[src/rtl/spi_pkg.sv]
package spi_pkg;
  localparam int SPI_DW = 8;
  localparam int BIT_CW = $clog2(SPI_DW + 1);

  typedef logic [SPI_DW-1:0] spi_word_t;

  localparam logic [1:0] ADDR_DATA = 2'd0;
  localparam logic [1:0] ADDR_CTRL = 2'd1;
  localparam logic [1:0] ADDR_STAT = 2'd2;

  typedef struct packed {
    logic lsb_first;
    logic cpha;
    logic cpol;
    logic master;
  } spi_cfg_t;

  // bit presented on the line next
  function automatic logic out_bit(input spi_word_t d, input logic lsb);
    return lsb ? d[0] : d[SPI_DW-1];
  endfunction

  // shift out one bit and take the received bit in at the far end
  function automatic spi_word_t shift_in(input spi_word_t d, input logic b, input logic lsb);
    return lsb ? {b, d[SPI_DW-1:1]} : {d[SPI_DW-2:0], b};
  endfunction
endpackage

[src/rtl/spi_sync.sv]
module spi_sync #(
  parameter int W = 3,
  parameter int STAGES = 2,
  parameter logic [W-1:0] RST_VAL = '0
) (
  input  logic         clk,
  input  logic         rst_n,
  input  logic [W-1:0] d,
  output logic [W-1:0] q
);
  logic [W-1:0] stg [STAGES];

  always_ff @(posedge clk or negedge rst_n) begin
    if (!rst_n) begin
      for (int i = 0; i < STAGES; i++) stg[i] <= RST_VAL;
    end else begin
      stg[0] <= d;
      for (int i = 1; i < STAGES; i++) stg[i] <= stg[i-1];
    end
  end

  assign q = stg[STAGES-1];
endmodule

[src/rtl/spi_clkgen.sv]
module spi_clkgen
  import spi_pkg::*;
#(
  parameter int HALF_DIV = 4
) (
  input  logic clk,
  input  logic rst_n,
  input  logic start,
  input  logic cpol,
  output logic sclk,
  output logic tick,
  output logic lead,
  output logic last
);
  localparam int DIV_W = (HALF_DIV > 1) ? $clog2(HALF_DIV) : 1;
  localparam int ECW   = $clog2(2 * SPI_DW + 1);
  localparam logic [DIV_W-1:0] DIV_TOP  = DIV_W'(HALF_DIV - 1);
  localparam logic [ECW-1:0]   EDGE_TOP = ECW'(2 * SPI_DW - 1);

  logic             run;
  logic [DIV_W-1:0] div_cnt;
  logic [ECW-1:0]   edge_cnt;

  assign tick = run && (div_cnt == DIV_TOP);
  assign lead = tick && !edge_cnt[0];
  assign last = tick && (edge_cnt == EDGE_TOP);

  always_ff @(posedge clk or negedge rst_n) begin
    if (!rst_n) begin
      run      <= 1'b0;
      div_cnt  <= '0;
      edge_cnt <= '0;
      sclk     <= 1'b0;
    end else if (start) begin
      run      <= 1'b1;
      div_cnt  <= '0;
      edge_cnt <= '0;
      sclk     <= cpol;
    end else if (run) begin
      if (tick) begin
        div_cnt  <= '0;
        sclk     <= ~sclk;
        edge_cnt <= edge_cnt + 1'b1;
        if (edge_cnt == EDGE_TOP) run <= 1'b0;
      end else begin
        div_cnt <= div_cnt + 1'b1;
      end
    end else begin
      sclk <= cpol;
    end
  end

  AST_EDGE_RANGE: assert property (@(posedge clk) disable iff (!rst_n)
    edge_cnt <= ECW'(2 * SPI_DW)) else $error("edge count overflow");
  AST_HALF_STEADY: assert property (@(posedge clk) disable iff (!rst_n)
    (run && !tick && !start) |=> $stable(sclk)) else $error("sclk moved mid half-period");
endmodule

[src/rtl/spi_engine.sv]
module spi_engine
  import spi_pkg::*;
#(
  parameter int HALF_DIV    = 4,
  parameter int SYNC_STAGES = 2
) (
  input  logic              clk,
  input  logic              rst_n,
  input  logic              bus_wr,
  input  logic [1:0]        bus_addr,
  input  logic [SPI_DW-1:0] bus_wdata,
  output logic [SPI_DW-1:0] bus_rdata,
  output logic              sclk_out,
  input  logic              sclk_in,
  output logic              mosi_out,
  input  logic              mosi_in,
  output logic              miso_out,
  output logic              miso_oe,
  input  logic              miso_in,
  input  logic              sel_in_n,
  output logic              sel_out_n
);
  spi_cfg_t          cfg;
  logic              busy, done_flag, coll_flag, tx_bit;
  spi_word_t         shreg, rx_buf, shreg_next;
  logic [BIT_CW-1:0] bit_cnt;

  // register strobes
  logic wr_data, wr_ctrl, wr_stat;
  assign wr_data = bus_wr && (bus_addr == ADDR_DATA);
  assign wr_ctrl = bus_wr && (bus_addr == ADDR_CTRL);
  assign wr_stat = bus_wr && (bus_addr == ADDR_STAT);

  // slave pin synchroniser
  logic [2:0] syn_q;
  logic       s_ss_n, s_sclk, s_mosi, s_sclk_d, s_ss_d;
  spi_sync #(.W(3), .STAGES(SYNC_STAGES), .RST_VAL(3'b100)) u_sync (
    .clk(clk), .rst_n(rst_n), .d({sel_in_n, sclk_in, mosi_in}), .q(syn_q)
  );
  assign s_ss_n = syn_q[2];
  assign s_sclk = syn_q[1];
  assign s_mosi = syn_q[0];

  // named internal events
  logic s_rise, s_fall, s_lead, s_trail, s_sel_fall, s_active;
  logic collide, accept, start_m;
  logic m_sclk, m_tick, m_lead, m_trail, m_last;
  logic slv_shift, slv_sample, slv_start0, shift_ev, sample_ev, last_sample, rx_in;

  assign s_rise     = s_sclk && !s_sclk_d;
  assign s_fall     = !s_sclk && s_sclk_d;
  assign s_lead     = cfg.cpol ? s_fall : s_rise;
  assign s_trail    = cfg.cpol ? s_rise : s_fall;
  assign s_sel_fall = s_ss_d && !s_ss_n;
  assign s_active   = !cfg.master && !s_ss_n;

  assign collide = wr_data && (busy || (!cfg.master && !cfg.cpha && !s_ss_n));
  assign accept  = wr_data && !collide;
  assign start_m = accept && cfg.master;

  spi_clkgen #(.HALF_DIV(HALF_DIV)) u_clkgen (
    .clk(clk), .rst_n(rst_n), .start(start_m), .cpol(cfg.cpol),
    .sclk(m_sclk), .tick(m_tick), .lead(m_lead), .last(m_last)
  );
  assign m_trail = m_tick && !m_lead;

  assign slv_shift  = s_active && (cfg.cpha ? s_lead : (s_trail && busy));
  assign slv_sample = s_active && busy && (cfg.cpha ? s_trail : s_lead);
  assign slv_start0 = !cfg.master && !cfg.cpha && s_sel_fall && !busy;

  assign shift_ev    = cfg.master ? (cfg.cpha ? m_lead : m_trail) : slv_shift;
  assign sample_ev   = cfg.master ? (cfg.cpha ? m_trail : m_lead) : slv_sample;
  assign last_sample = sample_ev && (bit_cnt == BIT_CW'(SPI_DW - 1));
  assign rx_in       = cfg.master ? miso_in : s_mosi;
  assign shreg_next  = shift_in(shreg, rx_in, cfg.lsb_first);

  always_ff @(posedge clk or negedge rst_n) begin
    if (!rst_n) begin
      s_sclk_d <= 1'b0;
      s_ss_d   <= 1'b1;
    end else begin
      s_sclk_d <= s_sclk;
      s_ss_d   <= s_ss_n;
    end
  end

  always_ff @(posedge clk or negedge rst_n) begin
    if (!rst_n) begin
      cfg       <= '0;
      busy      <= 1'b0;
      done_flag <= 1'b0;
      coll_flag <= 1'b0;
      tx_bit    <= 1'b0;
      shreg     <= '0;
      rx_buf    <= '0;
      bit_cnt   <= '0;
    end else begin
      if (wr_ctrl) cfg <= spi_cfg_t'(bus_wdata[3:0]);

      // data path
      if (accept) begin
        shreg <= bus_wdata;
        if (cfg.master) begin
          busy    <= 1'b1;
          bit_cnt <= '0;
          if (!cfg.cpha) tx_bit <= out_bit(bus_wdata, cfg.lsb_first);
        end
      end else if (sample_ev) begin
        shreg <= shreg_next;
        if (last_sample) begin
          rx_buf  <= shreg_next;
          bit_cnt <= '0;
        end else begin
          bit_cnt <= bit_cnt + 1'b1;
        end
      end
      if (shift_ev) tx_bit <= out_bit(shreg, cfg.lsb_first);

      // slave framing
      if (slv_start0) begin
        busy    <= 1'b1;
        bit_cnt <= '0;
        tx_bit  <= out_bit(shreg, cfg.lsb_first);
      end
      if (slv_shift && cfg.cpha && !busy) begin
        busy    <= 1'b1;
        bit_cnt <= '0;
      end
      if (!cfg.master && last_sample) busy <= 1'b0;
      if (!cfg.master && s_ss_n && busy) begin
        busy    <= 1'b0;
        bit_cnt <= '0;
      end

      // master framing
      if (cfg.master && m_last) busy <= 1'b0;

      // status: set wins over clear
      if ((wr_stat && bus_wdata[0]) || accept) done_flag <= 1'b0;
      if ((cfg.master && m_last) || (!cfg.master && last_sample)) done_flag <= 1'b1;
      if (wr_stat && bus_wdata[1]) coll_flag <= 1'b0;
      if (collide) coll_flag <= 1'b1;
    end
  end

  // pins
  assign sclk_out  = cfg.master ? m_sclk : cfg.cpol;
  assign mosi_out  = cfg.master && tx_bit;
  assign miso_out  = tx_bit;
  assign miso_oe   = s_active;
  assign sel_out_n = !(cfg.master && busy);

  always_comb begin
    case (bus_addr)
      ADDR_DATA: bus_rdata = rx_buf;
      ADDR_CTRL: bus_rdata = {{(SPI_DW-4){1'b0}}, cfg};
      ADDR_STAT: bus_rdata = {{(SPI_DW-2){1'b0}}, coll_flag, done_flag};
      default:   bus_rdata = '0;
    endcase
  end

  AST_IDLE_LEVEL: assert property (@(posedge clk) disable iff (!rst_n)
    (cfg.master && !busy && $stable(cfg.cpol)) |-> (sclk_out == cfg.cpol)) else $error("idle level");
  AST_TICK_BUSY: assert property (@(posedge clk) disable iff (!rst_n)
    (cfg.master && m_tick) |-> busy) else $error("clock outside transfer");
  AST_DONE_AFTER_LAST: assert property (@(posedge clk) disable iff (!rst_n)
    (cfg.master && m_last) |=> done_flag) else $error("done missing");
  AST_CNT_RANGE: assert property (@(posedge clk) disable iff (!rst_n)
    bit_cnt < BIT_CW'(SPI_DW)) else $error("bit count overflow");
  AST_COLL_SETS: assert property (@(posedge clk) disable iff (!rst_n)
    collide |=> coll_flag) else $error("collision not flagged");
  AST_COLL_KEEPS: assert property (@(posedge clk) disable iff (!rst_n)
    (collide && !sample_ev) |=> $stable(shreg)) else $error("collision touched shifter");
  AST_SLV_RELEASE: assert property (@(posedge clk) disable iff (!rst_n)
    (!cfg.master && s_ss_n && busy) |=> !busy) else $error("slave kept busy");
endmodule

[config.mk]
export PLATFORM = sky130hd
export DESIGN_NAME = spi_engine
export DESIGN_NICKNAME = d
export VERILOG_FILES = /design/src/rtl/spi_pkg.sv /design/src/rtl/spi_sync.sv /design/src/rtl/spi_clkgen.sv /design/src/rtl/spi_engine.sv
export SDC_FILE = /design/constraint.sdc
export NUM_CORES = 1
export LEC_CHECK = 0
export ABC_AREA = 1
export BUFFER_PORTS_ARGS = -buffer_cell sky130_fd_sc_hd__buf_2
export CAP_MARGIN = 0
export CORE_MARGIN = 1.5
export CORE_UTILIZATION = 52
export DETAILED_ROUTE_END_ITERATION = 6
export GPL_TIMING_DRIVEN = 1
export PLACE_DENSITY = 0.76
export SLEW_MARGIN = 15
export SYNTH_ARGS = -nofsm -noshare
export SYNTH_HDL_FRONTEND = slang
export SYNTH_SLANG_ARGS = --single-unit
[constraint.sdc]
create_clock -name clk -period 1.8 [get_ports clk]
set_clock_uncertainty 0.15 [all_clocks]
set_input_delay 0.54 -clock clk [delete_from_list [all_inputs] [get_ports clk]]
set_output_delay 0.54 -clock clk [all_outputs]
set_load 0.05 [all_outputs]
; ---- Yosys cells after proc, flatten, opt, wreduce, memory -nomap -nowiden
; Index checks and enable logic that the tools add are counted.
[totals]
reg_bits = 45
inputBits = 17
output_inout_bits = 13
elab_cells = 146
[classes]
add_sub_neg = 3
n_eq_ne = 8
muxes = 52
bitwise_logic = 2
n_reduce_logical = 62
[op_table]
columns = op, count
row1 = 1-bit two-way mux, 35
row2 = 1-bit logical AND, 33
row3 = 4-bit two-way mux, 7
row4 = 8-bit two-way mux, 3
row5 = 8-bit one-hot mux with 3 select lines, 1
row6 = 5-bit two-way mux, 3
row7 = 6-bit nonzero test, 2
row8 = 1-bit zero test, 10
row9 = 2-bit nonzero test, 5
row10 = 2-bit two-way mux, 3
row11 = 2-bit AND reduction, 3
row12 = 3-bit AND reduction, 2
row13 = 3-bit nonzero test, 2
row14 = "5-bit by 1-bit adder with 5-bit output, second input constant", 1
row15 = "5-bit by 4-bit equality test with 1-bit output, second input constant", 1
row16 = "5-bit by 2-bit inequality test with 1-bit output, second input constant", 1
row17 = 5-bit nonzero test, 1
row18 = "4-bit by 1-bit adder with 4-bit output, second input constant", 1
row19 = "2-bit equality test, second input constant", 2
row20 = "4-bit by 3-bit equality test with 1-bit output, second input constant", 1
row21 = 1-bit logical OR, 3
row22 = "3-bit by 1-bit inequality test with 1-bit output, second input constant", 1
row23 = "3-bit inequality test, second input constant", 1
row24 = "2-bit by 1-bit adder with 2-bit output, second input constant", 1
row25 = 3 further kinds, 4

; ---- Logic depth before layout (Yosys ltp)
; Gate-level depths: netlist of the first run.
[depth]
ltp_word = 14
mapped_depth = 12
ltp_nobuf = 12

; ---- Hierarchy
; A second synthesis of the first run with hierarchy kept.
[unflattened]
cells_unflattened = 310
area_unflattened_um2 = 2446.1
[by_module_without_submodules]
columns = module, instances, cells_per_inst, area_each_um2, seq_area_each_um2
row1 = spi_engine, 1, 245, 1816.7, 752.0
row2 = spi_clkgen, 1, 56, 454.2, 225.2
row3 = spi_sync, 1, 9, 175.2, 152.6

; ---- Worst setup path after synthesis of the first run
; OpenSTA, ideal clock, no wires.
[synth_path]
path_type = flip-flop to output port
startpoint = reg cfg[0] (netlist bit)
endpoint = out sclk_out
arrival_ns = 1.727
t_required_ns = 1.110
slack_ns = -0.617
stages_incl_launch_ff = 3
path_buffers = 1
path_cell_list = dfrtp_1 > buf_2 > o21ai_0
[synth_between]
elab_chain_len = 1
[synth_rtl]
columns = item, line
row1 = start: declaration, spi_engine.sv:23  ; spi_cfg_t cfg;
row2 = start signal: assignment, spi_engine.sv:98  ; if (wr_ctrl) cfg <= spi_cfg_t'(bus_wdata[3:0]);
row3 = 1-bit two-way mux, spi_engine.sv:147  ; assign sclk_out = cfg.master ? m_sclk : cfg.cpol;
row4 = end: declaration, spi_engine.sv:13  ; output logic sclk_out,
; No other way between the ends.

; ---- Final worst setup path of the first run
[layout_path]
startpoint = reg cfg[0] (netlist bit)
endpoint = out miso_oe
[layout_between]
elab_chain_len = 2
[layout_rtl]
columns = item, line
row1 = 1-bit zero test, spi_engine.sv:55  ; assign s_active = !cfg.master && !s_ss_n;
row2 = 1-bit logical AND, spi_engine.sv:55
row3 = end: declaration, spi_engine.sv:18  ; output logic miso_oe,
; No other way between the ends.

==> reports/summary.json, run 1 <==
{
  "vias": {"value": 2378},
  "clkSlewWorstSetupHoldPaths": {"value": 0.10, "unit": "ns"},
  "fraction_of_the_cycle_the_final_worst_path_needs": {"value": 107, "unit": "%"},
  "synthesis.area": {"value": 0.00237, "unit": "sq mm"},
  "detail_route.wl_per_cell": {"value": 15.8, "unit": "um"},
  "ir_drop": {"value": 1.03, "unit": "mV"},
  "final_weighted_congestion_of_routability_driven_global_placement": {"value": 0.858},
  "cts_hold_repair.buffers": {"value": 0},
  "avgViaCountPerCell": {"value": 5.62},
  "critical_path_class": {"value": "reg -> out"},
  "setup_ws": {"value": -0.132, "unit": "ns"},
  "worst_slew_slack_as_a_fraction_of_its_limit": {"value": 68.1, "unit": "%"},
  "cts-root-to-sink-buffers": {"value": 2},
  "numPlacedInstances": {"value": 396},
  "crit_arrival": {"value": 1.24, "unit": "ns"},
  "total_leakage_power": {"value": 0.00170, "unit": "uW"},
  "failed_checks": {"value": "negative setup slack"},
  "worst-path-max-fanout": {"value": 5},
  "grt_pass1_vias": {"value": 2216},
  "worst_path_max_delay_cell": {"value": "dfrtp_2"},
  "cp-end-kind": {"value": "output pin"},
  "mostFrequentLayoutCells": {"value": "nand2_1, dfrtp_1, buf_4"},
  "path_cells": {"value": "buf_12 -> nor2_4 -> buf_8"},
  "yosys.cell_types.count": {"value": 33},
  "cts.root.buffer_cell": {"value": "clkbuf_8"},
  "clock_sinks": {"value": 45},
  "maxCapViolCount": {"value": 0},
  "layout.cell_area.non_filler": {"value": 0.00339, "unit": "sq mm"},
  "initial_core_util": {"value": 54.2, "unit": "%"},
  "hold_violations": {"value": 0},
  "post_dp_cell_area": {"value": 0.00280, "unit": "sq mm"},
  "fin_cells": {"value": 423},
  "antenna_left": {"value": 0},
  "final_layout_size_suffix_gt1_share": {"value": 36.7, "unit": "%"},
  "dp_hpwl": {"value": 3.91, "unit": "mm"},
  "setup_violations_final": {"value": 37},
  "io_buffer_count": {"value": 29},
  "critPathLaunchType": {"value": "flip-flop"},
  "largest_net_degree_at_the_start_of_global_routing": {"value": 46},
  "total_inserted_antenna_cells": {"value": 0},
  "dr.pass1.iters": {"value": 6},
  "critPathMaxStageDelay": {"value": 0.47, "unit": "ns"},
  "yosys_warnings": {"value": 0},
  "die_h": {"value": 70.6, "unit": "um"},
  "final_net_count": {"value": 391},
  "postSynth.asyncResetShare": {"value": 100, "unit": "%"},
  "synth-edff-count": {"value": 0},
  "cts_tree": {"value": "done"},
  "ys_ff_latch": {"value": 45},
  "fmax": {"value": 518, "unit": "MHz"},
  "synth_ff_type": {"value": "dfrtp_1"},
  "synthToLayoutAreaGrowth": {"value": 42.9, "unit": "%"},
  "n_fill_cell": {"value": 276},
  "max_slew.worst_pin.slew": {"value": 0.473, "unit": "ns"},
  "routed_wirelength": {"value": 6.67, "unit": "mm"},
  "utilization": {"value": 77.4, "unit": "%"},
  "cts_buffers": {"value": 5},
  "placementRows": {"value": 24},
  "outcome": {"value": "complete, but fails checks"},
  "insertion_delay": {"value": 0.31, "unit": "ns"},
  "grt_overflow_total": {"value": 0},
  "die_width": {"value": 70.6, "unit": "um"},
  "grt_setup_unrepaired": {"value": "yes"},
  "final-max-slew-violation-count": {"value": 0},
  "grt_use_total": {"value": 26.4, "unit": "%"},
  "postSynthNetCount": {"value": 322},
  "layout.cells.most_common": {"value": "nand2_1"},
  "synth_sequential_area_ratio": {"value": 47.6, "unit": "%"},
  "die_ar": {"value": 0.00498, "unit": "sq mm"},
  "grt_antenna_before_repair": {"value": 0},
  "number_of_top_level_pins": {"value": 30},
  "first_iter_violations": {"value": 241},
  "h-tree-depth": {"value": 2},
  "worst_ep_required_time": {"value": 1.11, "unit": "ns"},
  "first_pass_grt_wire_length": {"value": 10.4, "unit": "mm"},
  "postSynthCellCount": {"value": 301},
  "syn-mean-instance-area": {"value": 7.89, "unit": "sq um"},
  "total_power": {"value": 4430, "unit": "uW"},
  "route.detailed.drc": {"value": 0},
  "layout_min_cycle_time": {"value": 1.93, "unit": "ns"},
  "hold_class": {"value": "in -> async"},
  "coreArea": {"value": 0.00438, "unit": "sq mm"},
  "power-per-cell-area": {"value": 1300, "unit": "mW/mm^2"}
}
[worst paths after layout]
path,startpoint,endpoint,slack (ns),cells past startpoint
setup reg to reg,cfg[0],rx_buf[3],-0.10,9
hold / removal,rst_n,u_clkgen.edge_cnt[1],0.02,2
hold reg to reg,u_sync.stg[4],u_sync.q[1],0.21,0
min in group clk,sel_in_n,u_sync.stg[5],0.18,1
setup / recovery,cfg[0],miso_oe,-0.13,3
max in group asynchronous,rst_n,u_sync.stg[5],1.19,2
[logic make-up after synthesis]
kind of cell             Yosys count  share of synthesized area, %
flip-flops                        45                          47.6
buffers and inverters             47                          8.06
AND/OR/NAND/NOR                  166                          31.6
XOR/XNOR                           5                          1.84
AO/OA/AOI/OAI                     32                          7.96
multiplexers                       2                         0.843
adder cells (fa/ha/maj)            4                          2.11
[critical path: cells and delay by family (launching register included)]
family / cells / cell delay, ns
buffers and inverters: 2 / 0.32
DFF: 1 / 0.47
and+or+nand+nor: 1 / 0.14
[timing repair]
action                                  CTS  global route
setup buffers                             8             9
endpoints found under the setup margin   17            40
resized for setup                        55            36
hold endpoints to repair                  0             0
pin swaps                                12            20
gates cloned                              2             0
[per-layer routing]
metal | GRT usage, % | up-vias | share of wire (%)
li1 | - | 1100 | -
met1 | 35.9 | 1114 | 40
met2 | 43.2 | 133 | 49
met3 | 4.27 | 31 | 7.8
met4 | 9.64 | 0 | 3.0
met5 | 0 | - | 0
[synthesized netlist by cell type, types with 2 or more instances]
master / number / area share (%)
nand2_1: 97 / 15
dfrtp_1: 42 / 44
inv_1: 37 / 5.8
nand3_1: 32 / 6.7
nor2_1: 18 / 2.8
o21ai_0: 18 / 3.8
nand4_1: 8 / 2.1
ha_1: 4 / 2.1
xor2_1: 4 / 1.5
a21oi_1: 3 / 0.63
dfstp_2: 3 / 3.3
inv_2: 3 / 0.47
nand2_2: 3 / 0.79
a31oi_1: 2 / 0.53
buf_2: 2 / 0.42
mux2i_1: 2 / 0.84
nand2_4: 2 / 0.95
nand3_2: 2 / 0.84
nor2_4: 2 / 0.95
o21ai_2: 2 / 0.74
o221ai_1: 2 / 0.74
o22ai_1: 2 / 0.53
[flip-flops by register name (all words and copies together) (netlist names)]
register           flops
rx_buf                 8
shreg                  8
u_clkgen.edge_cnt      5
bit_cnt                4
cfg                    4
u_sync.q               3
u_sync.stg             3
u_clkgen.div_cnt       2
busy                   1
coll_flag              1
done_flag              1
miso_out               1
s_sclk_d               1
s_ss_d                 1
u_clkgen.run           1
u_clkgen.sclk          1
[report_power, final]
part	internal (uW)	switching, uW	leakage [uW]	total (uW)
registers	1330	268	0.000548	1600
clock network	416	374	0.0000543	790
logic	831	1210	0.00110	2040
total	2570	1850	0.00170	4430
[metrics by stage]
step,setup slack [ns],hold WS (ns),TNS (ns)
after global routing,-0.199,0.0727,-4.64
after CTS,-0.108,0.0581,-1.07
final,-0.132,0.0222,-1.83
after floorplan,-0.0873,0.0944,-0.295
after detailed placement,-0.204,0.191,-4.97
after global placement,-0.187,0.184,-4.01
[cell type report]
| cell class | count | area (sq um) | area share, % |
|---|---|---|---|
| Clock inverter | 3 | 46.3 | 1.36 |
| Tap cell | 52 | 65.1 | 1.92 |
| Clock buffer | 5 | 68.8 | 2.03 |
| Timing Repair Buffer | 66 | 604 | 17.8 |
| Inverter | 42 | 195 | 5.75 |
| Sequential cell | 45 | 1130 | 33.4 |
| Multi-Input combinational cell | 210 | 1280 | 37.8 |
No activity file was read; power rests on OpenSTA's default activity.
==> inputs of run 2 (changes only) <==
- CELL_PAD_IN_SITES_DETAIL_PLACEMENT: not set -> 0
- CELL_PAD_IN_SITES_GLOBAL_PLACEMENT: not set -> 1
- CORE_UTILIZATION: 52 -> 38
- PLACE_DENSITY: 0.76 -> 0.75
==> run 2 against run 1 <==
Compared with the run above:
- the run still ends with negative setup slack left
- first-iteration DRC count fell by 48%
- non-clock buffer count did not move
- hold slack better by 0.011 ns
- critical path depth up 3
- register-to-register slack improved by 0.14 ns
- fmax up 1.5%
- via count down 9.3%
- final cell count up 5.4%
- critical endpoint is now bus_rdata[0]
- largest cell class unchanged
==> reports/summary.json, run 2 (same netlist as run 1, synthesis figures left out) <==
{
  "die_ar": {"value": 0.00673, "unit": "sq mm"},
  "detail_route.wl_per_cell": {"value": 12.9, "unit": "um"},
  "cts_hold_repair.buffers": {"value": 0},
  "r2r_slack": {"value": 0.04, "unit": "ns"},
  "antenna_left": {"value": 0},
  "clkSlewWorstSetupHoldPaths": {"value": 0.08, "unit": "ns"},
  "route.detailed.drc": {"value": 0},
  "vias": {"value": 2157},
  "gr-usage-met3": {"value": 3.33, "unit": "%"},
  "utilization": {"value": 55.2, "unit": "%"},
  "globalRouteMet2Util": {"value": 27.9, "unit": "%"},
  "grt_use_total": {"value": 18.9, "unit": "%"},
  "setup_violations_final": {"value": 12},
  "grt_pass1_vias": {"value": 2012},
  "final-max-slew-violation-count": {"value": 0},
  "comb_power_share": {"value": 44.8, "unit": "%"},
  "outcome": {"value": "complete, but fails checks"},
  "cp-end-kind": {"value": "output pin"},
  "dp_hpwl": {"value": 4.15, "unit": "mm"},
  "layout_min_cycle_time": {"value": 1.90, "unit": "ns"},
  "mostFrequentLayoutCells": {"value": "nand2_1, dfrtp_1, inv_1, buf_4, nand3_1"},
  "final_layout_size_suffix_gt1_share": {"value": 33.2, "unit": "%"},
  "insertion_delay": {"value": 0.30, "unit": "ns"},
  "worst_path_max_delay_cell": {"value": "buf_6"},
  "maxCapViolCount": {"value": 0},
  "max_slew.worst_pin.slew": {"value": 0.377, "unit": "ns"},
  "worst_ep_required_time": {"value": 1.11, "unit": "ns"},
  "power_switching_share": {"value": 40.2, "unit": "%"},
  "initial_core_util": {"value": 39.6, "unit": "%"},
  "cts-root-to-sink-buffers": {"value": 2},
  "crit_arrival": {"value": 1.21, "unit": "ns"},
  "first_iter_violations": {"value": 125},
  "ff2ff_path_depth": {"value": 8},
  "routed_wirelength": {"value": 5.74, "unit": "mm"},
  "final_weighted_congestion_of_routability_driven_global_placement": {"value": 0.826},
  "grt_setup_unrepaired": {"value": "yes"},
  "p_seq_share": {"value": 38.1, "unit": "%"},
  "layout_top_registers": {"value": "rx_buf: 8 flops, shreg: 8 flops, u_clkgen.edge_cnt: 5 flops"},
  "worst_slew_slack_as_a_fraction_of_its_limit": {"value": 74.9, "unit": "%"},
  "critical_path_class": {"value": "in -> out"},
  "largest_net_degree_at_the_start_of_global_routing": {"value": 29},
  "coreArea": {"value": 0.00599, "unit": "sq mm"},
  "netsw": {"value": 1640, "unit": "uW"},
  "setup_ws": {"value": -0.104, "unit": "ns"},
  "grt_antenna_before_repair": {"value": 0},
  "die_width": {"value": 82.1, "unit": "um"},
  "ir_drop": {"value": 0.668, "unit": "mV"},
  "fmax": {"value": 525, "unit": "MHz"},
  "hold_class": {"value": "in -> async"},
  "path_cells": {"value": "buf_8 -> clkinv_8 -> nor2_4 -> inv_4 -> o221ai_4 -> buf_6"},
  "fraction_of_the_cycle_the_final_worst_path_needs": {"value": 106, "unit": "%"},
  "grt_util_met1": {"value": 27.6, "unit": "%"},
  "power_report.internal_total": {"value": 2450, "unit": "uW"},
  "critPathLaunchType": {"value": "input port"},
  "cts.root.buffer_cell": {"value": "clkbuf_8"},
  "dr.pass1.iters": {"value": 4},
  "placementRows": {"value": 28},
  "total_inserted_antenna_cells": {"value": 0},
  "p_clk_share": {"value": 17.1, "unit": "%"},
  "worst-path-max-fanout": {"value": 5},
  "die_h": {"value": 82.1, "unit": "um"},
  "critPathMaxStageDelay": {"value": 0.18, "unit": "ns"},
  "post_dp_cell_area": {"value": 0.00290, "unit": "sq mm"},
  "hold_violations": {"value": 0},
  "h-tree-depth": {"value": 2},
  "layout.cells.most_common": {"value": "nand2_1"},
  "cts_buffers": {"value": 5},
  "avgViaCountPerCell": {"value": 4.84},
  "final_net_count": {"value": 391},
  "first_pass_grt_wire_length": {"value": 9.58, "unit": "mm"},
  "grt.busiest_layer": {"value": "met2"},
  "cts_tree": {"value": "done"},
  "failed_checks": {"value": "negative setup slack"},
  "power-per-cell-area": {"value": 1240, "unit": "mW/mm^2"},
  "worst_r2r_endpoint": {"value": "rx_buf[6]"},
  "total_leakage_power": {"value": 0.00168, "unit": "uW"},
  "synthToLayoutAreaGrowth": {"value": 39.3, "unit": "%"},
  "layout.cell_area.non_filler": {"value": 0.00331, "unit": "sq mm"},
  "clock_sinks": {"value": 45},
  "number_of_top_level_pins": {"value": 30},
  "regToRegStartpoint": {"value": "cfg[0]"},
  "io_buffer_count": {"value": 29},
  "grt_overflow_total": {"value": 0}
}
## run 2: changes by cell type in the layout (fill, tap and decap cells not counted), sizes merged
cell / change
clkinv: -2
clkbuf: +2
inv: +2
bufinv: -1
clkinvlp: -1
## run 2: cell type report
class | count | area (sq um)
fill | 571 | 2680
multi-input combinational | 210 | 1220
sequential | 45 | 1130
timing repair buffer | 66 | 573
inverter | 42 | 183
clock buffer | 7 | 96.3
tap | 75 | 93.8
clock inverter | 1 | 5.00
## run 2: worst max path at each step
stage                      from            to  slack (ns)
finish              bus_addr[0]  bus_rdata[0]       -0.10
floorplan           bus_addr[0]  bus_rdata[2]       -0.09
detailed placement  bus_addr[0]  bus_rdata[0]       -0.23
CTS                      cfg[0]       miso_oe       -0.11
global placement    bus_addr[0]  bus_rdata[0]       -0.19
global route             cfg[0]       miso_oe       -0.15
## run 2: power groups by stage
stage	sequential [uW]	clock, uW	combinational [uW]
floorplan	1560	0	1130
global placement	1560	0	1640
detailed placement	1570	0	1650
CTS	1550	728	1750
global route	1610	767	2080
finish	1560	699	1840
## run 2: repair_timing
item	CTS	global route
cloned	0	1
setup buffers	2	5
setup endpoints to repair	14	37
resized for setup	44	27
hold endpoints to repair	0	0
pin swaps	4	11
## run 2: metal layers
metal,share of wire (%),vias up
li1,-,1112
met1,50,1001
met2,45,37
met3,3.8,7
met4,1.4,0
met5,0,-
## run 2: per-stage QoR
stage | hold slack, ns | cells | power (uW) | TNS [ns] | worst slack (ns)
after CTS | 0.0390 | 440 | 4030 | -0.917 | -0.107
after floorplan | 0.0944 | 301 | 2700 | -0.295 | -0.0873
after global routing | 0.0504 | 446 | 4460 | -1.68 | -0.146
final | 0.0337 | 446 | 4100 | -0.710 | -0.104
after detailed placement | 0.187 | 430 | 3210 | -4.08 | -0.227
after global placement | 0.182 | 430 | 3200 | -4.12 | -0.191
## run 2: critical path: cells and delay by family
family / cells / cell delay, ns
and+or+nand+nor: 1 / 0.12
buffers and inverters: 4 / 0.41
AOI/OAI and AO/OA: 1 / 0.14
==> inputs of run 3 (changes only) <==
- BUFFER_PORTS_ARGS: -buffer_cell sky130_fd_sc_hd__buf_2 -> not set
- CORE_UTILIZATION: 38 -> 42
- DONT_BUFFER_PORTS: not set -> 1
==> run 3 against run 2 <==
Compared with the run above:
- the run still ends with negative setup slack left
- final cell count decreased by 4.9%
- critical path depth decreased by 3
- hold slack improved by 0.038 ns
- routed wire length increased by 2.4%
- global-route usage increased by 1.6 points
- flip-flop and latch count unchanged
- power increased by 5.7%
- fmax decreased by 2.1%
- setup slack got worse by 0.042 ns
- via count decreased by 1.9%
- clock-buffer cell count unchanged
- die area decreased by 9.2%
- largest cell class unchanged
- highest routed layer unchanged
==> reports/summary.json, run 3 (same netlist as run 1, synthesis figures left out) <==
{
  "outcome": {"value": "complete, but fails checks"},
  "failed_checks": {"value": "negative setup slack"},
  "fin_cells": {"value": 424},
  "worst_ep_required_time": {"value": 1.11, "unit": "ns"},
  "hold_class": {"value": "in -> reg"},
  "clkSlewWorstSetupHoldPaths": {"value": 0.08, "unit": "ns"},
  "die_h": {"value": 78.2, "unit": "um"},
  "die_ar": {"value": 0.00611, "unit": "sq mm"},
  "final_net_count": {"value": 372},
  "setup_violations_final": {"value": 6},
  "path_buf_inv": {"value": 2},
  "mostFrequentLayoutCells": {"value": "nand2_1, dfrtp_1, inv_1"},
  "grt_antenna_before_repair": {"value": 0},
  "layout_top_registers": {"value": "rx_buf: 8 flops, shreg: 8 flops, u_clkgen.edge_cnt: 5 flops"},
  "dr.pass1.iters": {"value": 4},
  "first_pass_grt_wire_length": {"value": 9.76, "unit": "mm"},
  "grt_overflow_total": {"value": 0},
  "critPathLaunchType": {"value": "flip-flop"},
  "p_clk_share": {"value": 16.4, "unit": "%"},
  "final_layout_size_suffix_gt1_share": {"value": 33.0, "unit": "%"},
  "cts_buffers": {"value": 5},
  "max_slew.worst_pin.slew": {"value": 0.372, "unit": "ns"},
  "cp-end-kind": {"value": "output pin"},
  "coreArea": {"value": 0.00547, "unit": "sq mm"},
  "grt_use_total": {"value": 20.6, "unit": "%"},
  "kind_of_cell_with_the_highest_combined_delay_on_the_critical_path": {"value": "flip-flops"},
  "clock_sinks": {"value": 45},
  "vias": {"value": 2117},
  "first_iter_violations": {"value": 79},
  "critical_path_class": {"value": "reg -> out"},
  "crit_arrival": {"value": 1.26, "unit": "ns"},
  "avgViaCountPerCell": {"value": 4.99},
  "p_seq_share": {"value": 36.4, "unit": "%"},
  "path_cells": {"value": "buf_6 -> o21ai_4 -> buf_12"},
  "numPlacedInstances": {"value": 406},
  "timing.critical_path.from": {"value": "cfg[0]"},
  "largest_net_degree_at_the_start_of_global_routing": {"value": 46},
  "grt_setup_unrepaired": {"value": "yes"},
  "worst_hold_check_slack": {"value": 0.0713, "unit": "ns"},
  "hold_violations": {"value": 0},
  "layout_min_cycle_time": {"value": 1.95, "unit": "ns"},
  "io_buffer_count": {"value": 0},
  "detail_route.wl_per_cell": {"value": 13.9, "unit": "um"},
  "netsw": {"value": 1750, "unit": "uW"},
  "power-per-cell-area": {"value": 1280, "unit": "mW/mm^2"},
  "route.detailed.drc": {"value": 0},
  "ir_drop": {"value": 0.690, "unit": "mV"},
  "layout.cells.most_common": {"value": "nand2_1"},
  "placementRows": {"value": 27},
  "cts-root-to-sink-buffers": {"value": 2},
  "comb_power_share": {"value": 47.2, "unit": "%"},
  "cts.root.buffer_cell": {"value": "clkbuf_8"},
  "die_width": {"value": 78.2, "unit": "um"},
  "initial_core_util": {"value": 43.4, "unit": "%"},
  "total_inserted_antenna_cells": {"value": 0},
  "worst_path_max_delay_cell": {"value": "dfrtp_2"},
  "number_of_top_level_pins": {"value": 30},
  "synthToLayoutAreaGrowth": {"value": 41.9, "unit": "%"},
  "h-tree-depth": {"value": 2},
  "total_leakage_power": {"value": 0.00167, "unit": "uW"},
  "cts_tree": {"value": "done"},
  "regToRegStartpoint": {"value": "u_sync.q[2]"},
  "n_fill_cell": {"value": 505},
  "antenna_left": {"value": 0},
  "timing.hold.worst.start": {"value": "sel_in_n"},
  "setup_ws": {"value": -0.145, "unit": "ns"},
  "final-max-slew-violation-count": {"value": 0},
  "insertion_delay": {"value": 0.31, "unit": "ns"},
  "fraction_of_the_cycle_the_final_worst_path_needs": {"value": 108, "unit": "%"},
  "critPathMaxStageDelay": {"value": 0.50, "unit": "ns"},
  "final_weighted_congestion_of_routability_driven_global_placement": {"value": 0.805},
  "fmax": {"value": 514, "unit": "MHz"},
  "power_switching_share": {"value": 40.5, "unit": "%"},
  "worst_slew_slack_as_a_fraction_of_its_limit": {"value": 74.9, "unit": "%"},
  "maxCapViolCount": {"value": 0},
  "routed_wirelength": {"value": 5.88, "unit": "mm"},
  "grt_pass1_vias": {"value": 2035},
  "dp_hpwl": {"value": 4.13, "unit": "mm"},
  "power_report.internal_total": {"value": 2580, "unit": "uW"},
  "r2r_slack": {"value": 0.03, "unit": "ns"},
  "pre_cts_slack": {"value": -0.0391, "unit": "ns"},
  "worst-path-max-fanout": {"value": 6}
}
## run 3: stage by stage
step	total power, uW	area (sq um)	util, %	TNS (ns)
finish	4330	3370	61.6	-0.457
global route	4660	3370	61.6	-1.63
CTS	4160	3170	57.9	-0.546
detailed placement	3320	2910	53.2	-0.206
global placement	3290	2910	53.2	-0.0280
floorplan	2700	2450	-	-0.295
## run 3: final cells by class
class,instances,area (sq um),area share [%]
inverters,42,186,5.53
flip-flops and latches,45,1130,33.6
well taps,72,90.1,2.67
repair buffers,48,561,16.6
multi-input cells,209,1300,38.6
clock inverters,1,5.00,0.148
clock buffers,7,96.3,2.86
## run 3: worst paths after layout
| check | cells after the start | to |
|---|---|---|
| max | 3 | sclk_out |
| min | 0 | u_sync.stg[5] |
| max reg2reg | 10 | bit_cnt[2] |
| min reg2reg | 0 | u_sync.q[0] |
| max in group asynchronous | 2 | u_sync.stg[5] |
| min in group asynchronous | 2 | coll_flag |
## run 3: timing repair
| item | in CTS | in global routing |
|---|---|---|
| hold buffers | 2 | 0 |
| resized for setup | 23 | 46 |
| pin swaps | 4 | 23 |
| endpoints found under the hold margin | 45 | 0 |
| buffers inserted | 5 | 5 |
| setup endpoints to repair | 12 | 35 |
## run 3: power by group through the flow
stage	logic, uW	registers (uW)	clock network [uW]
6_report	2050	1580	708
2_1_floorplan	1130	1560	0
5_1_grt	2290	1610	759
3_3_place_gp	1720	1560	0
4_1_cts	1870	1570	724
3_5_place_dp	1750	1570	0
## run 3: routing by layer
metal  vias up  wire length [um]  track usage, %
met5         -                 0               0
met4         0               102            6.96
met3         9               268            5.35
met2        39              2690            30.8
met1      1003              2820            28.9
li1       1066                 -               -
